### src/rtl/tx_demux_pkg.sv
package tx_demux_pkg;

  typedef enum logic [1:0] {
    CYC_IDLE  = 2'd0,
    CYC_ADDR  = 2'd1,
    CYC_DATA  = 2'd2,
    CYC_CLASH = 2'd3
  } cyc_kind_e;

  function automatic cyc_kind_e classify_cycle(input logic start, input logic enable);
    cyc_kind_e k;
    unique case ({start, enable})
      2'b10:   k = CYC_ADDR;
      2'b01:   k = CYC_DATA;
      2'b11:   k = CYC_CLASH;
      default: k = CYC_IDLE;
    endcase
    return k;
  endfunction

endpackage

### src/rtl/tx_cycle_decode.sv
module tx_cycle_decode
  import tx_demux_pkg::*;
#(
  parameter int DW     = 32,
  parameter int ADDR_W = 2
) (
  input  logic [DW-1:0]     data,
  input  logic              start,
  input  logic              enable,
  output cyc_kind_e         kind,
  output logic              is_addr,
  output logic              is_data,
  output logic              is_clash,
  output logic [ADDR_W-1:0] addr_port
);

  always_comb begin
    kind      = classify_cycle(start, enable);
    is_addr   = (kind == CYC_ADDR);
    is_data   = (kind == CYC_DATA);
    is_clash  = (kind == CYC_CLASH);
    addr_port = data[ADDR_W-1:0];
  end

endmodule

### src/rtl/tx_port_track.sv
module tx_port_track #(
  parameter int NPORT  = 4,
  parameter int ADDR_W = 2
) (
  input  logic              clk,
  input  logic              rst_n,
  input  logic              is_addr,
  input  logic [ADDR_W-1:0] addr_port,
  input  logic              is_data,
  input  logic              eop,
  output logic [ADDR_W-1:0] cur_port,
  output logic              first_word
);

  logic [NPORT-1:0] open_q;

  always_ff @(posedge clk) begin
    if (!rst_n) begin
      cur_port <= '0;
    end else if (is_addr) begin
      cur_port <= addr_port;
    end
  end

  for (genvar p = 0; p < NPORT; p++) begin : g_open
    always_ff @(posedge clk) begin
      if (!rst_n) begin
        open_q[p] <= 1'b0;
      end else if (is_data && (cur_port == ADDR_W'(p))) begin
        open_q[p] <= !eop;
      end
    end
  end

  always_comb first_word = !open_q[cur_port];

  AST_PORT_HOLD: assert property (@(posedge clk) disable iff (!rst_n)
    !is_addr |=> $stable(cur_port));

  AST_PORT_LOAD: assert property (@(posedge clk) disable iff (!rst_n)
    is_addr |=> (cur_port == $past(addr_port)));

endmodule

### src/rtl/tx_lane_steer.sv
module tx_lane_steer #(
  parameter int NPORT  = 4,
  parameter int DW     = 32,
  parameter int ADDR_W = 2,
  parameter int BYTES  = DW / 8,
  parameter int MOD_W  = 2
) (
  input  logic                   clk,
  input  logic                   rst_n,
  input  logic                   is_data,
  input  logic                   is_clash,
  input  logic [ADDR_W-1:0]      cur_port,
  input  logic                   first_word,
  input  logic                   eop,
  input  logic [MOD_W-1:0]       mod,
  input  logic [DW-1:0]          data,
  output logic [NPORT-1:0]       o_vld,
  output logic [NPORT*DW-1:0]    o_data,
  output logic [NPORT*BYTES-1:0] o_bmask,
  output logic [NPORT-1:0]       o_sop,
  output logic [NPORT-1:0]       o_eop,
  output logic                   o_clash,
  output logic                   o_mod_warn
);

  localparam logic [BYTES-1:0] ALL_ONES = '1;

  function automatic int mod_count(input logic [MOD_W-1:0] m);
    return (m == '0) ? BYTES : int'(m);
  endfunction

  function automatic logic [BYTES-1:0] tail_mask(input logic [MOD_W-1:0] m);
    return ~(ALL_ONES >> mod_count(m));
  endfunction

  logic [BYTES-1:0] word_mask;
  logic             warn_now;

  always_comb begin
    word_mask = eop ? tail_mask(mod) : ALL_ONES;
    warn_now  = is_data && !eop && (mod != '0);
  end

  for (genvar p = 0; p < NPORT; p++) begin : g_lane
    logic hit;
    always_comb hit = is_data && (cur_port == ADDR_W'(p));

    always_ff @(posedge clk) begin
      if (!rst_n) begin
        o_vld[p]                   <= 1'b0;
        o_sop[p]                   <= 1'b0;
        o_eop[p]                   <= 1'b0;
        o_data[p*DW +: DW]         <= '0;
        o_bmask[p*BYTES +: BYTES]  <= '0;
      end else begin
        o_vld[p] <= hit;
        o_sop[p] <= hit && first_word;
        o_eop[p] <= hit && eop;
        if (hit) begin
          o_data[p*DW +: DW]        <= data;
          o_bmask[p*BYTES +: BYTES] <= word_mask;
        end
      end
    end

    AST_FULL_MID: assert property (@(posedge clk) disable iff (!rst_n)
      (o_vld[p] && !o_eop[p]) |-> (o_bmask[p*BYTES +: BYTES] == ALL_ONES));

    AST_MARK_NEEDS_VLD: assert property (@(posedge clk) disable iff (!rst_n)
      (o_sop[p] || o_eop[p]) |-> o_vld[p]);
  end

  always_ff @(posedge clk) begin
    if (!rst_n) begin
      o_clash    <= 1'b0;
      o_mod_warn <= 1'b0;
    end else begin
      o_clash    <= is_clash;
      o_mod_warn <= warn_now;
    end
  end

  AST_WARN_WITH_WORD: assert property (@(posedge clk) disable iff (!rst_n)
    o_mod_warn |-> (($countones(o_vld) == 1) && (o_eop == '0)));

endmodule

### src/rtl/tx_inband_demux.sv
module tx_inband_demux
  import tx_demux_pkg::*;
#(
  parameter int NPORT  = 4,
  parameter int DW     = 32,
  parameter int MOD_W  = 2,
  localparam int BYTES  = DW / 8,
  localparam int ADDR_W = (NPORT > 1) ? $clog2(NPORT) : 1
) (
  input  logic                   clk,
  input  logic                   rst_n,
  input  logic [DW-1:0]          i_data,
  input  logic                   i_start,
  input  logic                   i_enable,
  input  logic                   i_eop,
  input  logic [MOD_W-1:0]       i_mod,
  output logic [NPORT-1:0]       o_vld,
  output logic [NPORT*DW-1:0]    o_data,
  output logic [NPORT*BYTES-1:0] o_bmask,
  output logic [NPORT-1:0]       o_sop,
  output logic [NPORT-1:0]       o_eop,
  output logic                   o_clash,
  output logic                   o_mod_warn,
  output logic [ADDR_W-1:0]      o_port
);

  cyc_kind_e         evt_kind;
  logic              evt_addr;
  logic              evt_data;
  logic              evt_clash;
  logic [ADDR_W-1:0] evt_addr_port;
  logic [ADDR_W-1:0] cur_port;
  logic              evt_first;

  tx_cycle_decode #(.DW(DW), .ADDR_W(ADDR_W)) u_decode (
    .data      (i_data),
    .start     (i_start),
    .enable    (i_enable),
    .kind      (evt_kind),
    .is_addr   (evt_addr),
    .is_data   (evt_data),
    .is_clash  (evt_clash),
    .addr_port (evt_addr_port)
  );

  tx_port_track #(.NPORT(NPORT), .ADDR_W(ADDR_W)) u_track (
    .clk        (clk),
    .rst_n      (rst_n),
    .is_addr    (evt_addr),
    .addr_port  (evt_addr_port),
    .is_data    (evt_data),
    .eop        (i_eop),
    .cur_port   (cur_port),
    .first_word (evt_first)
  );

  tx_lane_steer #(
    .NPORT(NPORT), .DW(DW), .ADDR_W(ADDR_W), .BYTES(BYTES), .MOD_W(MOD_W)
  ) u_steer (
    .clk        (clk),
    .rst_n      (rst_n),
    .is_data    (evt_data),
    .is_clash   (evt_clash),
    .cur_port   (cur_port),
    .first_word (evt_first),
    .eop        (i_eop),
    .mod        (i_mod),
    .data       (i_data),
    .o_vld      (o_vld),
    .o_data     (o_data),
    .o_bmask    (o_bmask),
    .o_sop      (o_sop),
    .o_eop      (o_eop),
    .o_clash    (o_clash),
    .o_mod_warn (o_mod_warn)
  );

  always_comb o_port = cur_port;

  AST_ONE_LANE: assert property (@(posedge clk) disable iff (!rst_n)
    $onehot0(o_vld));

  AST_IDLE_SILENT: assert property (@(posedge clk) disable iff (!rst_n)
    (evt_kind == CYC_IDLE) |=> ((o_vld == '0) && !o_clash && !o_mod_warn));

  AST_ADDR_NO_WORD: assert property (@(posedge clk) disable iff (!rst_n)
    evt_addr |=> (o_vld == '0));

  AST_CLASH_FLAG: assert property (@(posedge clk) disable iff (!rst_n)
    evt_clash |=> (o_clash && (o_vld == '0) && $stable(o_port)));

  AST_DATA_DELIVERED: assert property (@(posedge clk) disable iff (!rst_n)
    evt_data |=> ($countones(o_vld) == 1));

endmodule

### config.mk
export PLATFORM = sky130hd
export DESIGN_NAME = tx_inband_demux
export DESIGN_NICKNAME = d
export VERILOG_FILES = /design/src/rtl/tx_demux_pkg.sv /design/src/rtl/tx_cycle_decode.sv /design/src/rtl/tx_port_track.sv /design/src/rtl/tx_lane_steer.sv /design/src/rtl/tx_inband_demux.sv
export SDC_FILE = /design/constraint.sdc
export NUM_CORES = 1
export LEC_CHECK = 0
export BUFFER_PORTS_ARGS = -buffer_cell sky130_fd_sc_hd__clkbuf_2
export CORE_MARGIN = 5
export CORE_UTILIZATION = 54
export DETAILED_ROUTE_END_ITERATION = 16
export PLACE_DENSITY = 0.84
export SLEW_MARGIN = 40
export SYNTH_ARGS = -nofsm -noshare
export SYNTH_HDL_FRONTEND = slang
export SYNTH_SLANG_ARGS = --single-unit
### constraint.sdc
create_clock -name clk -period 2.3 [get_ports clk]
set_input_delay 0.575 -clock clk [delete_from_list [all_inputs] [get_ports clk]]
set_output_delay 0.575 -clock clk [all_outputs]
set_load 0.02 [all_outputs]
==> results of run 1 <==
[layer usage]
| metal | GRT usage [%] | share of wire (%) | vias up |
|---|---|---|---|
| met1 | 28.64 | 41 | 2545 |
| met3 | 7.544 | 6.7 | 25 |
| met4 | 8.961 | 2.0 | 0 |
| li1 | - | - | 2591 |
| met5 | 0 | 0 | - |
| met2 | 39.71 | 50 | 173 |
[path summary, 6_finish.rpt]
path	end	cells after the start	start	slack, ns
setup / recovery	o_port[1]	1	u_track.cur_port[1]	0.25
setup reg to reg	u_steer.o_data[112]	4	u_track.cur_port[1]	0.51
hold reg to reg	u_steer.o_sop[2]	1	u_track.open_q[2]	0.43
hold / removal	u_steer.o_data[118]	3	i_data[22]	0.42
[per-stage QoR]
stage                     cells  util, %  cell area [µm²]  worst slack [ns]  hold slack [ns]
after detailed placement    985    63.65             7237            0.4135           0.4215
after floorplan             684        -             6255            0.7265           0.3993
after global routing       1017    69.02             7848            0.1671           0.4108
after CTS                  1017    69.02             7848            0.2462           0.4009
after global placement      985    63.65             7237            0.4715           0.4156
final                      1017    69.02             7848            0.2480           0.4206
[registers in the layout, indices dropped and copies added (netlist names)]
register            flops
u_steer.o_sop           4
u_steer.o_clash         1
u_steer.o_vld           4
u_steer.o_bmask        16
u_steer.o_mod_warn      1
u_steer.o_eop           4
u_track.cur_port        2
u_track.open_q          4
u_steer.o_data        128
[area by class of cell]
class / count / area [µm²]
inverters: 2 / 7.507
repair buffers: 214 / 1126
multi-input cells: 462 / 2641
fillers: 889 / 3522
well taps: 143 / 178.9
clock inverters: 13 / 157.7
clock buffers: 19 / 452.9
flip-flops and latches: 164 / 3283
[cell usage in the layout (no fill, tap or decap), drive strengths merged, types with 5 or more instances in the layout]
cell	instances
nor2	6
nand2	270
a21boi	128
o211a	20
clkbuf	216
nand3	8
clkinv	6
dfxtp	164
buf	17
nor3	5
[where the power goes]
group	total, µW	internal (µW)	switching [µW]
logic	435	162	273
registers	2940	2900	39.4
clock network	2880	1760	1120
total	6250	4820	1430
[kinds of logic (layout without fill, tap and decap cells)]
| kind of cell | count (synthesis) | in the layout |
|---|---|---|
| AOI/OAI and AO/OA | 148 | 148 |
| adders and majority gates | 3 | 3 |
| buffers and inverters | 58 | 248 |
| DFF | 164 | 164 |
| muxes | 2 | 2 |
| and+or+nand+nor | 309 | 309 |
==> impl_results.md, run 1 <==
* N_diodes at 0
* CTS tree: done
* CTS sink cnt at 164
* Post-Syn Nets at 726
* Finish-stage setup viols at 0
* Die area at 0.01384 mm²
* Die width at 117.6 µm
* Clock Skew at 0.004166 ns
* Worst Setup End Kind: output pin
* Post-synth top area cell: dfxtp_1
* Crit path largest cell delay at 0.77 ns
* Post-synthesis mux area share at 0.3201%
* Drt total wl at 16,560 µm
* CP max-delay cell: dfxtp_1
* Drt drc at 0
* Final Cycle Share at 89.22%
* Vias after detailed routing at 5,334
* Root Driver: clkbuf_16
* Yosys reg bits at 164
* Gr usage total at 23.79%
* First-pass GRT wire length at 26,980 µm
* Area Overhead vs Synth at 25.47%
* Setup bufs post-CTS at 0
* Worst hold path type: in -> reg
* CTS Hold Buffers Added at 0
* Critical-path cell list: clkbuf_2
* First DRT Iteration DRCs at 414
* Synthesized area at 0.006255 mm²
* EDFF count, synth at 0
* Worst path bufs/invs at 1
* Total negative slack at 0 ns
* Resized Gates After CTS at 0
* Synth unique cells at 29
* Area contributors post-synth: dfxtp_1 (52%), nand2_1 (16%), a21boi_1 (12%)
* Tightest Pin Transition at 0.6961 ns
* Crit path DAT at 1.48 ns
* Min Tclk post-route at 2.052 ns
* Initial antenna violation count at 0
* Yosys warns at 0
* I/O pin total at 199
* DR vias/cell at 5.245
* Top cell type's share of synthesized area at 52.49%
* Slew Viols, Final at 0
* Post-Synth Adder-Cell Area at 0.6001%
* Max-cap violations at 0
* Synth Area in Compound Gates at 20.48%
* Worst Setup Start Kind: flip-flop
* Cell Pwr Density at 796.8 mW/mm²
* Nets@finish at 903
* Vias in the first global route at 5,210
* Post-Synth XOR/XNOR Area at 0%
* Ys flop type: dfxtp_1
* CTS Buf Count at 17
* Row Count at 39
* Design Power at 6253 µW
* DP HPWL at 11,250 µm
* IO Port Bufs at 198
* Antenna viol nets, final at 0
* Clock Path Buffers at 2
* RSZ-0062 raised after global routing: false
* Largest net degree at the start of global routing at 73
* Clk_lat worst skew at 0.42 ns
* Routed WL per cell at 16.28 µm
* Post-Synthesis Cells at 684
* Die Ht at 117.6 µm
* Slew headroom at 53.53%
* Layout cells sized above 1 at 32.38%
* Largest family of logic cells by synthesized area: simple AND/OR/NAND/NOR gates
* Top-count cell post-synth: nand2_1
* Synth top cells by count: nand2_1 (270), dfxtp_1 (164), a21boi_1 (96), a21boi_2 (32), clkbuf_1 (26)
* Crit-path max FO at 16
* Worst EP required at 1.73 ns
* Gpl congestion at 0.7751
* Top Family by Delay on Critical Path: flip-flops
* Final hold vios at 0
* Pre-antenna DRT Iters at 4
* Worst IR Drop VDD at 0.4538 mV
* FFs w/ async S/R, synth at 0%
* Clock-pin slew on the worst setup and hold paths at 0.06 ns
* Sequential element share of the synthesized area at 52.49%
* Crit path kind: reg -> out
* Synth Area in Simple Gates at 20.48%
* Total gr overflow at 0
* Core area at 0.01137 mm²
* Outcome: complete, no violations
* Starting Density at 55.01%
* H-Tree Level Count at 4
* FMAX at 487.3 MHz
* Lkg Pwr at 0.003491 µW
* Mean Syn Cell Area at 9.144 µm²
Note: power is estimated with default switching activity, not from simulation.
==> run 2, diff against run 1 <==
--- a/config.mk
+++ b/config.mk
@@ -7,9 +7,9 @@
 export LEC_CHECK = 0
 export BUFFER_PORTS_ARGS = -buffer_cell sky130_fd_sc_hd__clkbuf_2
 export CORE_MARGIN = 5
-export CORE_UTILIZATION = 54
+export CORE_UTILIZATION = 34
+export CTS_BUF_LIST = sky130_fd_sc_hd__clkbuf_4 sky130_fd_sc_hd__clkbuf_8
 export DETAILED_ROUTE_END_ITERATION = 16
-export PLACE_DENSITY = 0.84
 export SLEW_MARGIN = 40
 export SYNTH_ARGS = -nofsm -noshare
 export SYNTH_HDL_FRONTEND = slang
==> run 2 against run 1 <==
  * Clock power decreased by 24%
  * Via count decreased by 3.3%
  * Maximum frequency increased by 2.7%
  * Sequential power about the same
  * Cell area down 0.75%
  * Die area up 53%
  * Count of clock-buffer cells in the layout stayed put
  * Combinational power grew 2%
  * Global-route usage is 7.4 points lower
  * Cell count is 8.5% higher
  * First-iteration DRC count shrank 49%
  * Critical endpoint unchanged
==> impl_results.md, run 2 (synthesis gave the netlist of run 1 again) <==
* Outcome: complete, no violations
* CTS sink cnt at 164
* Min Tclk post-route at 1.998 ns
* Row Count at 49
* Sequential Area at 0.003283 mm²
* Finish-stage setup viols at 0
* Cell Pwr Density at 713.4 mW/mm²
* Most common cell after layout, fill and taps aside: nand2_1
* Internal power at 4173 µW
* Max FFs per register at 128
* Seq pwr share at 52.7%
* Worst Setup End Kind: output pin
* Worst EP required at 1.73 ns
* CTS tree: done
* Design Power at 5557 µW
* Routed WL per cell at 15.79 µm
* Crit path largest cell delay at 0.56 ns
* Comb pwr share at 8.0%
* Area Overhead vs Synth at 24.52%
* DP Area at 0.007375 mm²
* Worst setup margin at 0.3023 ns
* Total negative slack at 0 ns
* Sw frac at 24.91%
* CP max-delay cell: dfxtp_1
* Final cell area excluding filler cells at 0.007789 mm²
* Commonest cells after routing, fill and taps aside: nand2_1 (270), clkbuf_2 (197), dfxtp_1 (164)
* Tightest Pin Transition at 0.5682 ns
* Vias after detailed routing at 5,159
* DR vias/cell at 4.677
* RSZ-0062 raised after global routing: false
* Root Driver: clkbuf_8
* Clock Skew at 0.01342 ns
* Vias in the first global route at 4,971
* Gpl congestion at 0.7182
* Largest net degree at the start of global routing at 68
* Initial antenna violation count at 0
* Die width at 145.6 µm
* Core area at 0.01802 mm²
* Lkg Pwr at 0.003423 µW
* P_sw at 1384 µW
* DP HPWL at 11,680 µm
* Worst IR Drop VDD at 0.3983 mV
* Gr usage total at 16.37%
* Most flops, register: u_steer.o_data
* FMAX at 500.6 MHz
* Clk_lat worst skew at 0.44 ns
* Starting Density at 34.70%
* Worst hold path type: in -> reg
* Antenna viol nets, final at 0
* Resized Gates After CTS at 0
* Total gr overflow at 0
* H-Tree Level Count at 4
* Top Family by Delay on Critical Path: flip-flops
* Max-cap violations at 0
* Die Ht at 145.6 µm
* Fillers at 1,836
* Finished Core Util at 43.21%
* CTS Hold Buffers Added at 0
* IO Port Bufs at 198
* Final Cycle Share at 86.86%
* DP Worst Slack at 0.4081 ns
* Crit path kind: reg -> out
* Critical-path cell list: buf_4, clkbuf_2
* Worst Setup Start Kind: flip-flop
* Drt total wl at 17,420 µm
* First DRT Iteration DRCs at 210
* First-pass GRT wire length at 28,270 µm
* Setup slack, reg-to-reg at 0.61 ns
* Pre-antenna DRT Iters at 4
* Nets@finish at 903
* Clock-pin slew on the worst setup and hold paths at 0.09 ns
* Die area at 0.02121 mm²
* Final hold vios at 0
* Worst path bufs/invs at 2
* Clock Power Share at 39.3%
* Layout cells sized above 1 at 32.49%
* Top flop regs: u_steer.o_data: 128 flops, u_steer.o_bmask: 16 flops
* Crit path DAT at 1.42 ns
* Crit-path max FO at 9
* Multi-input gate area at 0.002646 mm²
* N_diodes at 0
* Slew headroom at 62.07%
* Setup bufs post-CTS at 0
* Slew Viols, Final at 0
* CTS Buf Count at 17
* Clock Path Buffers at 2
* Drt drc at 0
* I/O pin total at 199
run 2: cell count changes in the layout (fill, tap and decap cells not counted), moves of 2 or more:
| cell | change |
|---|---|
| clkbuf_16 | -17 |
| buf_4 | -2 |
| buf_12 | +2 |
| clkbuf_8 | +16 |
| clkinvlp_4 | -4 |
| clkinv_4 | +3 |
run 2: path summary, 6_finish.rpt:
path / startpoint / end / cells past startpoint
setup reg to reg: u_track.cur_port[0] / u_steer.o_data[13] / 4
setup / recovery: u_track.cur_port[1] / o_port[1] / 2
hold reg to reg: u_track.open_q[3] / u_steer.o_sop[3] / 1
hold / removal: i_data[21] / u_steer.o_data[85] / 3
run 2: power groups by stage:
stage	Sequential [µW]	Clock [µW]	Combinational, µW
final	2930	2190	442
after global placement	3000	0	447
after global routing	2940	2410	484
after detailed placement	3000	0	450
after CTS	2930	2270	451
after floorplan	3060	0	220
run 2: cell type report:
class	instances	share of cell area, %
clock buffers	19	3.277
flip-flops and latches	164	42.15
well taps	229	3.679
inverters	2	0.09639
repair buffers	214	14.78
clock inverters	13	2.040
multi-input cells	462	33.98
run 2: worst min-delay path, delay by kind of cell:
family	cells	cell delay [ns]
AO/OA/AOI/OAI	1	0.05
buffers and inverters	1	0.11
AND/OR/NAND/NOR	1	0.06
run 2: metrics by stage:
step	std cells	hold WS, ns
4_1_cts	1103	0.3502
3_5_place_dp	1071	0.4189
2_1_floorplan	684	0.3993
3_3_place_gp	1071	0.4162
6_report	1103	0.3903
5_1_grt	1103	0.3455
run 2: metal layers:
layer | vias up | global-route usage (%) | wire [µm]
met3 | 14 | 5.481 | 944
met1 | 2426 | 21.27 | 8214
met5 | - | 0 | 0
met2 | 130 | 26.38 | 8096
li1 | 2589 | - | -
met4 | 0 | 3.965 | 165
